## config.mk

```make
export PLATFORM = sky130hd
export DESIGN_NAME = prob_array_csr
export DESIGN_NICKNAME = d
export VERILOG_FILES = /design/src/rtl/prob_csr_pkg.sv /design/src/rtl/csr_axil_wr.sv /design/src/rtl/csr_cell_decode.sv /design/src/rtl/csr_elapsed_ctr.sv /design/src/rtl/prob_array_csr.sv
export SDC_FILE = /design/constraint.sdc
export NUM_CORES = 1
export LEC_CHECK = 0
export BUFFER_PORTS_ARGS = -buffer_cell sky130_fd_sc_hd__buf_4
export CORE_MARGIN = 2
export CORE_UTILIZATION = 54
export DETAILED_ROUTE_END_ITERATION = 12
export PLACE_DENSITY_LB_ADDON = 0.25
export REMOVE_ABC_BUFFERS = 1
export SYNTH_ARGS = -nofsm -noshare
export SYNTH_HDL_FRONTEND = slang
export SYNTH_HIERARCHICAL = 1
export SYNTH_SLANG_ARGS = --single-unit
```

## constraint.sdc

```tcl
create_clock -name clk_i -period 2.79 [get_ports clk_i]
set_clock_uncertainty 0.05 [all_clocks]
set_input_delay 0.1395 -clock clk_i [delete_from_list [all_inputs] [get_ports clk_i]]
set_output_delay 0.1395 -clock clk_i [all_outputs]
set_load 0.02 [all_outputs]
```

## src/rtl/prob_csr_pkg.sv

```systemverilog
package prob_csr_pkg;

  localparam int CSR_AW  = 16;
  localparam int IDX_W   = 7;
  localparam int ENTRY_W = 5;

  localparam logic [1:0] RESP_OKAY   = 2'b00;
  localparam logic [1:0] RESP_SLVERR = 2'b10;

  localparam logic [11:0] GW_COUNT   = 12'd0;
  localparam logic [11:0] GW_TOPO    = 12'd1;
  localparam logic [11:0] GW_PREC    = 12'd2;
  localparam logic [11:0] GW_ELAPSED = 12'd3;
  localparam logic [11:0] GW_CTRL    = 12'd4;

  typedef enum logic [2:0] {
    FLD_CTRL   = 3'd0,
    FLD_SEED   = 3'd1,
    FLD_BIAS   = 3'd2,
    FLD_WEIGHT = 3'd3,
    FLD_TABLE  = 3'd4,
    FLD_NONE   = 3'd7
  } cell_field_e;

  typedef enum logic [1:0] {
    RGN_GLOBAL  = 2'd0,
    RGN_READOUT = 2'd1,
    RGN_CELL    = 2'd2
  } region_e;

  typedef struct packed {
    cell_field_e          fld;
    logic [ENTRY_W-1:0]   entry;
  } cell_sel_t;

  function automatic region_e region_of(input logic [1:0] top_bits);
    if (top_bits[1])      return RGN_CELL;
    else if (top_bits[0]) return RGN_READOUT;
    else                  return RGN_GLOBAL;
  endfunction

  function automatic cell_sel_t cell_offset_decode(input logic [5:0] w);
    cell_sel_t s;
    s.fld   = FLD_NONE;
    s.entry = '0;
    if (w == 6'd0)      s.fld = FLD_CTRL;
    else if (w == 6'd1) s.fld = FLD_SEED;
    else if (w == 6'd2) s.fld = FLD_BIAS;
    else if (w[5:3] == 3'b001) begin
      s.fld   = FLD_WEIGHT;
      s.entry = {2'b00, w[2:0]};
    end else if (w[5]) begin
      s.fld   = FLD_TABLE;
      s.entry = w[4:0];
    end
    return s;
  endfunction

endpackage

```

## src/rtl/csr_axil_wr.sv

```systemverilog
module csr_axil_wr
  import prob_csr_pkg::*;
#(
  parameter int DATA_W = 32
) (
  input  logic                clk_i,
  input  logic                rst_ni,
  input  logic                awvalid_i,
  output logic                awready_o,
  input  logic [CSR_AW-1:0]   awaddr_i,
  input  logic                wvalid_i,
  output logic                wready_o,
  input  logic [DATA_W-1:0]   wdata_i,
  input  logic [DATA_W/8-1:0] wstrb_i,
  output logic                bvalid_o,
  input  logic                bready_i,
  output logic [1:0]          bresp_o,
  output logic                commit_o,
  output logic [CSR_AW-1:0]   commit_addr_o,
  output logic [DATA_W-1:0]   commit_data_o,
  output logic [DATA_W/8-1:0] commit_strb_o
);

  logic aw_full_q, w_full_q, bvalid_q;

  assign awready_o = !aw_full_q;
  assign wready_o  = !w_full_q;
  assign commit_o  = aw_full_q && w_full_q && !bvalid_q;
  assign bvalid_o  = bvalid_q;
  assign bresp_o   = RESP_OKAY;

  always_ff @(posedge clk_i) begin
    if (!rst_ni) begin
      aw_full_q     <= 1'b0;
      w_full_q      <= 1'b0;
      bvalid_q      <= 1'b0;
      commit_addr_o <= '0;
      commit_data_o <= '0;
      commit_strb_o <= '0;
    end else begin
      if (awvalid_i && !aw_full_q) begin
        aw_full_q     <= 1'b1;
        commit_addr_o <= awaddr_i;
      end
      if (wvalid_i && !w_full_q) begin
        w_full_q      <= 1'b1;
        commit_data_o <= wdata_i;
        commit_strb_o <= wstrb_i;
      end
      if (commit_o) begin
        aw_full_q <= 1'b0;
        w_full_q  <= 1'b0;
        bvalid_q  <= 1'b1;
      end else if (bvalid_q && bready_i) begin
        bvalid_q <= 1'b0;
      end
    end
  end

endmodule

```

## src/rtl/csr_cell_decode.sv

```systemverilog
module csr_cell_decode
  import prob_csr_pkg::*;
#(
  parameter int NUM_BITS = 64,
  parameter int DATA_W   = 32
) (
  input  logic               clk_i,
  input  logic               rst_ni,
  input  logic               commit_i,
  input  logic [CSR_AW-1:0]  addr_i,
  input  logic [DATA_W-1:0]  data_i,
  output logic [NUM_BITS-1:0] wr_en_o,
  output logic [2:0]         field_o,
  output logic [ENTRY_W-1:0] entry_o,
  output logic [DATA_W-1:0]  data_o
);

  localparam logic [IDX_W-1:0] BCAST_IDX = '1;

  cell_sel_t         sel;
  logic [IDX_W-1:0]  idx;
  logic              in_window;
  logic              bcast_ok;
  logic [NUM_BITS-1:0] hit;

  assign sel       = cell_offset_decode(addr_i[7:2]);
  assign idx       = addr_i[14:8];
  assign in_window = commit_i && (region_of(addr_i[15:14]) == RGN_CELL)
                     && (sel.fld != FLD_NONE);
  assign bcast_ok  = (idx == BCAST_IDX) && (sel.fld == FLD_TABLE);

  for (genvar i = 0; i < NUM_BITS; i++) begin : g_hit
    assign hit[i] = in_window && (bcast_ok || (idx == IDX_W'(i)));
  end

  always_ff @(posedge clk_i) begin
    if (!rst_ni) begin
      wr_en_o <= '0;
      field_o <= FLD_NONE;
      entry_o <= '0;
      data_o  <= '0;
    end else begin
      wr_en_o <= hit;
      if (|hit) begin
        field_o <= sel.fld;
        entry_o <= sel.entry;
        data_o  <= data_i;
      end
    end
  end

endmodule

```

## src/rtl/csr_elapsed_ctr.sv

```systemverilog
module csr_elapsed_ctr #(
  parameter int CNT_W = 16
) (
  input  logic             clk_i,
  input  logic             rst_ni,
  input  logic             tick_i,
  input  logic             run_i,
  input  logic             clr_i,
  output logic [CNT_W-1:0] count_o
);

  localparam logic [CNT_W-1:0] CNT_MAX = '1;

  logic counted;
  assign counted = tick_i && run_i;

  always_ff @(posedge clk_i) begin
    if (!rst_ni)                           count_o <= '0;
    else if (clr_i)                        count_o <= counted ? CNT_W'(1) : '0;
    else if (counted && count_o != CNT_MAX) count_o <= count_o + 1'b1;
  end

endmodule

```

## src/rtl/prob_array_csr.sv

```systemverilog
module prob_array_csr
  import prob_csr_pkg::*;
#(
  parameter int          NUM_BITS    = 64,
  parameter int          CNT_W       = 16,
  parameter int          WEIGHT_BITS = 8,
  parameter logic [31:0] TOPO_CODE   = 32'd2
) (
  input  logic                clk_i,
  input  logic                rst_ni,
  input  logic                s_awvalid_i,
  output logic                s_awready_o,
  input  logic [15:0]         s_awaddr_i,
  input  logic                s_wvalid_i,
  output logic                s_wready_o,
  input  logic [31:0]         s_wdata_i,
  input  logic [3:0]          s_wstrb_i,
  output logic                s_bvalid_o,
  input  logic                s_bready_i,
  output logic [1:0]          s_bresp_o,
  input  logic                s_arvalid_i,
  output logic                s_arready_o,
  input  logic [15:0]         s_araddr_i,
  output logic                s_rvalid_o,
  input  logic                s_rready_i,
  output logic [31:0]         s_rdata_o,
  output logic [1:0]          s_rresp_o,
  input  logic [NUM_BITS-1:0] bit_state_i,
  input  logic                synapse_tick_i,
  output logic                run_o,
  output logic [NUM_BITS-1:0] cell_wr_en_o,
  output logic [2:0]          cell_wr_field_o,
  output logic [4:0]          cell_wr_entry_o,
  output logic [31:0]         cell_wr_data_o
);

  localparam int NUM_WORDS = (NUM_BITS + 31) / 32;
  localparam int SNAP_W    = NUM_WORDS * 32;

  logic              commit;
  logic [15:0]       c_addr;
  logic [31:0]       c_data;
  logic [3:0]        c_strb;
  logic              run_q;
  logic [SNAP_W-1:0] snap_q;
  logic [CNT_W-1:0]  elapsed_q;
  logic              ar_fire, rd_clr, rvalid_q;
  logic [31:0]       rd_data;
  logic [1:0]        rd_resp;
  region_e           rd_rgn;

  csr_axil_wr #(.DATA_W(32)) u_wr (
    .clk_i, .rst_ni,
    .awvalid_i(s_awvalid_i), .awready_o(s_awready_o), .awaddr_i(s_awaddr_i),
    .wvalid_i(s_wvalid_i), .wready_o(s_wready_o), .wdata_i(s_wdata_i),
    .wstrb_i(s_wstrb_i), .bvalid_o(s_bvalid_o), .bready_i(s_bready_i),
    .bresp_o(s_bresp_o), .commit_o(commit), .commit_addr_o(c_addr),
    .commit_data_o(c_data), .commit_strb_o(c_strb)
  );

  csr_cell_decode #(.NUM_BITS(NUM_BITS), .DATA_W(32)) u_cell (
    .clk_i, .rst_ni, .commit_i(commit), .addr_i(c_addr), .data_i(c_data),
    .wr_en_o(cell_wr_en_o), .field_o(cell_wr_field_o),
    .entry_o(cell_wr_entry_o), .data_o(cell_wr_data_o)
  );

  csr_elapsed_ctr #(.CNT_W(CNT_W)) u_elapsed (
    .clk_i, .rst_ni, .tick_i(synapse_tick_i), .run_i(run_q),
    .clr_i(rd_clr), .count_o(elapsed_q)
  );

  // Run/pause control word.
  always_ff @(posedge clk_i) begin
    if (!rst_ni) run_q <= 1'b0;
    else if (commit && region_of(c_addr[15:14]) == RGN_GLOBAL &&
             c_addr[13:2] == GW_CTRL && c_strb[0])
      run_q <= c_data[0];
  end
  assign run_o = run_q;

  // Snapshot follows the cells only while running.
  always_ff @(posedge clk_i) begin
    if (!rst_ni)    snap_q <= '0;
    else if (run_q) snap_q <= SNAP_W'(bit_state_i);
  end

  // Read path.
  assign rd_rgn      = region_of(s_araddr_i[15:14]);
  assign s_arready_o = !rvalid_q;
  assign ar_fire     = s_arvalid_i && !rvalid_q;
  assign rd_clr      = ar_fire && rd_rgn == RGN_GLOBAL && s_araddr_i[13:2] == GW_ELAPSED;

  always_comb begin
    rd_data = '0;
    rd_resp = RESP_OKAY;
    case (rd_rgn)
      RGN_GLOBAL: begin
        case (s_araddr_i[13:2])
          GW_COUNT:   rd_data = 32'(NUM_BITS);
          GW_TOPO:    rd_data = TOPO_CODE;
          GW_PREC:    rd_data = 32'(WEIGHT_BITS);
          GW_ELAPSED: rd_data = 32'(elapsed_q);
          GW_CTRL:    rd_data = {31'b0, run_q};
          default:    rd_data = '0;
        endcase
      end
      RGN_READOUT: begin
        for (int w = 0; w < NUM_WORDS; w++)
          if (s_araddr_i[13:2] == 12'(w)) rd_data = snap_q[w*32 +: 32];
        if (run_q) rd_resp = RESP_SLVERR;
      end
      default: rd_data = '0;
    endcase
  end

  always_ff @(posedge clk_i) begin
    if (!rst_ni) begin
      rvalid_q  <= 1'b0;
      s_rdata_o <= '0;
      s_rresp_o <= RESP_OKAY;
    end else if (ar_fire) begin
      rvalid_q  <= 1'b1;
      s_rdata_o <= rd_data;
      s_rresp_o <= rd_resp;
    end else if (rvalid_q && s_rready_i) begin
      rvalid_q <= 1'b0;
    end
  end
  assign s_rvalid_o = rvalid_q;

endmodule

```

# Yosys cells after proc, flatten, opt, wreduce, memory -nomap -nowiden
# Index checks and enable logic that the tools add are counted.
# W data, S select, Z words.
# op_classes
n_mux	26
reduce_logical	159
n_eq_ne	77
n_addsub	1
bitwise_logic	1
# op_table
op	n
$eq A7 B6 Y1 const B	32
$eq A7 B5 Y1 const B	16
$logic_and A1 B1 Y1	81
$pmux W16 S5	1
$logic_or A1 B1 Y1	64
$mux W32	2
$pmux W32 S2	1
$reduce_or A64 Y1	1
$eq A7 B4 Y1 const B	8
$mux W16	2
$eq A7 B3 Y1 const B	4
$eq A12 B2 Y1 const B	2
$eq A12 B3 Y1 const B	2
$add A16 B1 Y16 const B	1
$ne A16 B16 Y1 const B	1
$mux W5	3
$eq A7 B2 Y1 const B	2
$eq A12 B1 Y1 const B	1
$logic_not A12 Y1	1
$mux W2	5
$mux W3	3
$mux W8	1
$eq A7 B1 Y1 const B	1
$eq A7 B7 Y1 const B	1
16 further kinds	28
# totals
out_inout_bits	146
inputBits	140
ff_bits	272
word_cells	280

# Logic depth before layout (Yosys ltp)
# depth
ltp_word	10
ltp_mapped	12
mapped_depth_nobuf	7

# Modules after synthesis
# The synthesis kept the hierarchy.
# modules_own_cells
module	area_each_um2	n_inst	cells_each	seq_area_each_um2
csr_cell_decode	5014.8	1	653	2082.0
prob_array_csr	4196.5	1	397	1981.9
csr_axil_wr	2323.5	1	243	1101.1
csr_elapsed_ctr	850.8	1	106	320.3

# Worst setup path before layout
# No wires, ideal clock.
# synth_path
path_kind	reg-to-reg
start	register u_wr.commit_addr_o[11]
end	register u_cell.field_o[0]
setup_slack_ns	0.320
synth_period_minus_slack_ns	2.470
setup_time_ns	0.116
required_time_ns	2.624
path_stages_with_launch	10
n_path_buf	3
t_arrival_ns	2.305
cell_sequence	dfxtp_1 > buf_6 > buf_6 > or2b_4 > o32ai_2 > or4_1 > or2_1 > buf_2 > or4_1 > and3_1
# synth_via
elab_chain_cells	5
word_cells_on_any_way	195
cone_classes	eq/ne (64); reduce/logical (131)
# synth_lines
item	line	text
start: declaration	csr_axil_wr.sv:19	output logic [CSR_AW-1:0] commit_addr_o,
start signal: assignment	csr_axil_wr.sv:43	commit_addr_o <= awaddr_i;
$eq A7 B7 Y1	csr_cell_decode.sv:30	assign bcast_ok = (idx == BCAST_IDX) && (sel.fld == FLD_TABLE);
$logic_and A1 B1 Y1	csr_cell_decode.sv:30	
$logic_or A1 B1 Y1	csr_cell_decode.sv:33	assign hit[i] = in_window && (bcast_ok || (idx == IDX_W'(i)));
$logic_and A1 B1 Y1	csr_cell_decode.sv:33	
$reduce_or A64 Y1 *	csr_cell_decode.sv:44	if (|hit) begin
end signal: assignment	csr_cell_decode.sv:45	field_o <= sel.fld;
end: declaration	csr_cell_decode.sv:13	output logic [2:0] field_o,
# Mark *: on every way between the ends. The rest lies on a longest branch, timed or not.
# A chain may end at the register's enable or synchronous reset.

# Worst setup path after layout
# layout_path
start	register u_wr.commit_addr_o[13]
end	register u_cell.data_o[8]
# layout_via
elab_chain_cells	5
word_cells_on_any_way	195
cone_classes	eq/ne (64); reduce/logical (131)
# layout_lines
item	line	text
$eq A7 B7 Y1	csr_cell_decode.sv:30	
$logic_and A1 B1 Y1	csr_cell_decode.sv:30	
$logic_or A1 B1 Y1	csr_cell_decode.sv:33	
$logic_and A1 B1 Y1	csr_cell_decode.sv:33	
$reduce_or A64 Y1 *	csr_cell_decode.sv:44	
end signal: assignment	csr_cell_decode.sv:47	data_o <= data_i;
end: declaration	csr_cell_decode.sv:15	output logic [DATA_W-1:0] data_o
# Marks and branches as above.

==> summary.txt <==
Pre-CTS setup slack: 37.9 ps
Setup TNS: 0 ps
Yosys warns: 6
Fillers: 1508
Die W: 154 um
First-pass GRT wire length: 57.1 mm
Layout area overhead: 36.3%
Synth Cell Area: 0.0122 sq mm
Clock share of power: 0.423
Die area: 0.0238 sq mm
Syn avg cell area: 8.85 sq um
Period minus WS final: 2630 ps
IO Pins: 286
Worst Max-Slew Pin Slew: 1030 ps
Layout net count: 1886
H-tree Lvls: 1
Min-delay worst type: in -> reg
CTS max path bufs: 3
Max Slew Vio Count: 0
Total power: 8.64 mW
Final setup violating endpoints: 0
CTS root buf: clkbuf_16
Worst Path Required: 3170 ps
Fin area: 0.0166 sq mm
Largest net degree at the start of global routing: 118
Final setup margin: 157 ps
Part of the cycle the worst path needs: 0.944
Flop pwr share: 0.457
Peak Freq: 380 MHz
Initial antenna violation count: 4
Status: finished clean
Height of the die: 154 um
DP Area: 0.0144 sq mm
Worst IR Drop VDD: 0.000526 V
Critical path class: reg -> reg
Critical path launch point type: register
Share of layout cells above drive strength 1: 0.228
Core Util, Final: 0.755
Sink count of the clock tree: 269
Sw Ratio: 0.252
NetSw: 2.18 mW
DRT Wirelength: 36.2 mm
WL per Instance: 17.6 um
Gpl congestion: 0.896
LEAKAGE: 6.70 nW
Drt drc: 0
CP arrival: 3010 ps
Combinational group share of total power: 0.120
Power Dens Cells: 520 mW/mm^2
All-Layer GR Usage: 0.290
Worst-skew pair later-pin latency: 540 ps
Vias in the first global route: 11400
CTS buffer count: 28
Post-Synthesis Cells: 1379
Dpl hpwl: 21.5 mm
Detail Route Antenna Nets: 0
Initial Util: 0.554
MaxCap Viol Count: 0
Port buffer count: 275
Unrepaired setup endpoints after global routing: false
CTS tree: built
DR pass1 iterations: 5
DR iter-0 viols: 690
Via-to-Cell Ratio: 5.69
Clock slew at reported path FFs: 60 ps
Overflow after GRT: 0
Placement Rows: 54
Internal Power: 6.46 mW
Fin. Hold Viols: 0
Core box area: 0.0220 sq mm
Slew HR: 0.311
CP max FO: 31
Vias: 11700
CP endpoint kind: register
==> layer usage <==
layer	share of wire	wire length, um	vias to the layer above	GRT usage
met5	0	0	-	0
met3	0.067	2420	101	0.0588
met2	0.49	17800	452	0.500
li1	-	-	5588	-
met4	0.041	1490	0	0.130
met1	0.40	14400	5510	0.350
==> final timing paths <==
| path | startpoint | to | slack (ps) | depth (start not counted) |
|---|---|---|---|---|
| hold / removal | synapse_tick_i | u_elapsed/count_o[3]$_SDFFE_PN0P_ | 150 | 4 |
| setup / recovery | u_wr/commit_addr_o[13]$_SDFFE_PN0P_ | u_cell/data_o[8]$_SDFFE_PN0P_ | 160 | 8 |
| setup reg to reg | u_wr/commit_addr_o[13]$_SDFFE_PN0P_ | u_cell/data_o[8]$_SDFFE_PN0P_ | 160 | 8 |
| hold reg to reg | u_wr/commit_data_o[18]$_SDFFE_PN0P_ | u_wr/commit_data_o[18]$_SDFFE_PN0P_ | 400 | 2 |
==> power by group through the flow <==
stage | clock network [mW] | registers (mW) | logic [mW]
finish | 3.65 | 3.95 | 1.04
global route | 3.87 | 3.95 | 1.11
CTS | 3.71 | 3.94 | 1.01
detailed placement | 0 | 4.03 | 0.866
global placement | 0 | 4.03 | 0.858
floorplan | 0 | 4.04 | 0.363
==> cell type report <==
type | count | area [sq um] | share of cell area
clock buffers | 37 | 786 | 0.0473
multi-input cells | 974 | 6040 | 0.363
well taps | 280 | 350 | 0.0211
flip-flops and latches | 269 | 5390 | 0.324
repair buffers | 458 | 3880 | 0.234
clock inverters | 13 | 113 | 0.00677
inverters | 14 | 52.6 | 0.00316
diodes | 4 | 10.0 | 0.000602
==> through the flow <==
stage,instances,hold slack [ps]
after floorplan,1257,207
after global placement,1859,330
after detailed placement,1859,331
after CTS,2045,95.4
after global routing,2049,166
final,2049,145
==> registers in the layout (all words and copies together), names as in the netlist, 3 cells and up <==
| name | count |
|---|---|
| u_wr/commit_data_o | 32 |
| s_rdata_o | 32 |
| u_cell/wr_en_o | 64 |
| u_cell/data_o | 32 |
| snap_q | 64 |
| u_elapsed/count_o | 16 |
| u_cell/entry_o | 5 |
| u_cell/field_o | 3 |
| u_wr/commit_addr_o | 14 |
==> worst max-delay path, cell delays in order (launching register included) <==
cell and delay (ps):
dfxtp_1 410, buf_12 200, or3b_2 210, o32ai_2 80, or4_1 570, or2_2 350, buf_4 160, buf_12 150
o311ai_1 330
==> layout by cell type, fill, tap and decap left out, types with 7 or more instances in the layout <==
cell           instances
dfxtp_1              264
mux2i_1              143
a32oi_1               12
dlygate4sd3_1        136
a31oi_1                7
buf_4                313
nor3_1                21
and3_1                40
o21ai_0               62
a21oi_1              109
nand2b_1              14
inv_1                 14
nand2_1              228
o311ai_0              17
nand4_1                9
or4_1                 11
nor2_1                65
nor2b_1               77
o21ai_2               10
o21ai_1                9
nand3_1               15
clkbuf_16             29
buf_12                 8
o311ai_1              15
nor4_1                 8
==> what timing repair did <==
action	in CTS	in global routing
resized for setup	2	10
hold endpoints to repair	121	0
endpoints found under the setup margin	1	11
setup buffers	0	0
hold buffers	136	0
No activity file was read; power rests on OpenSTA's default activity.
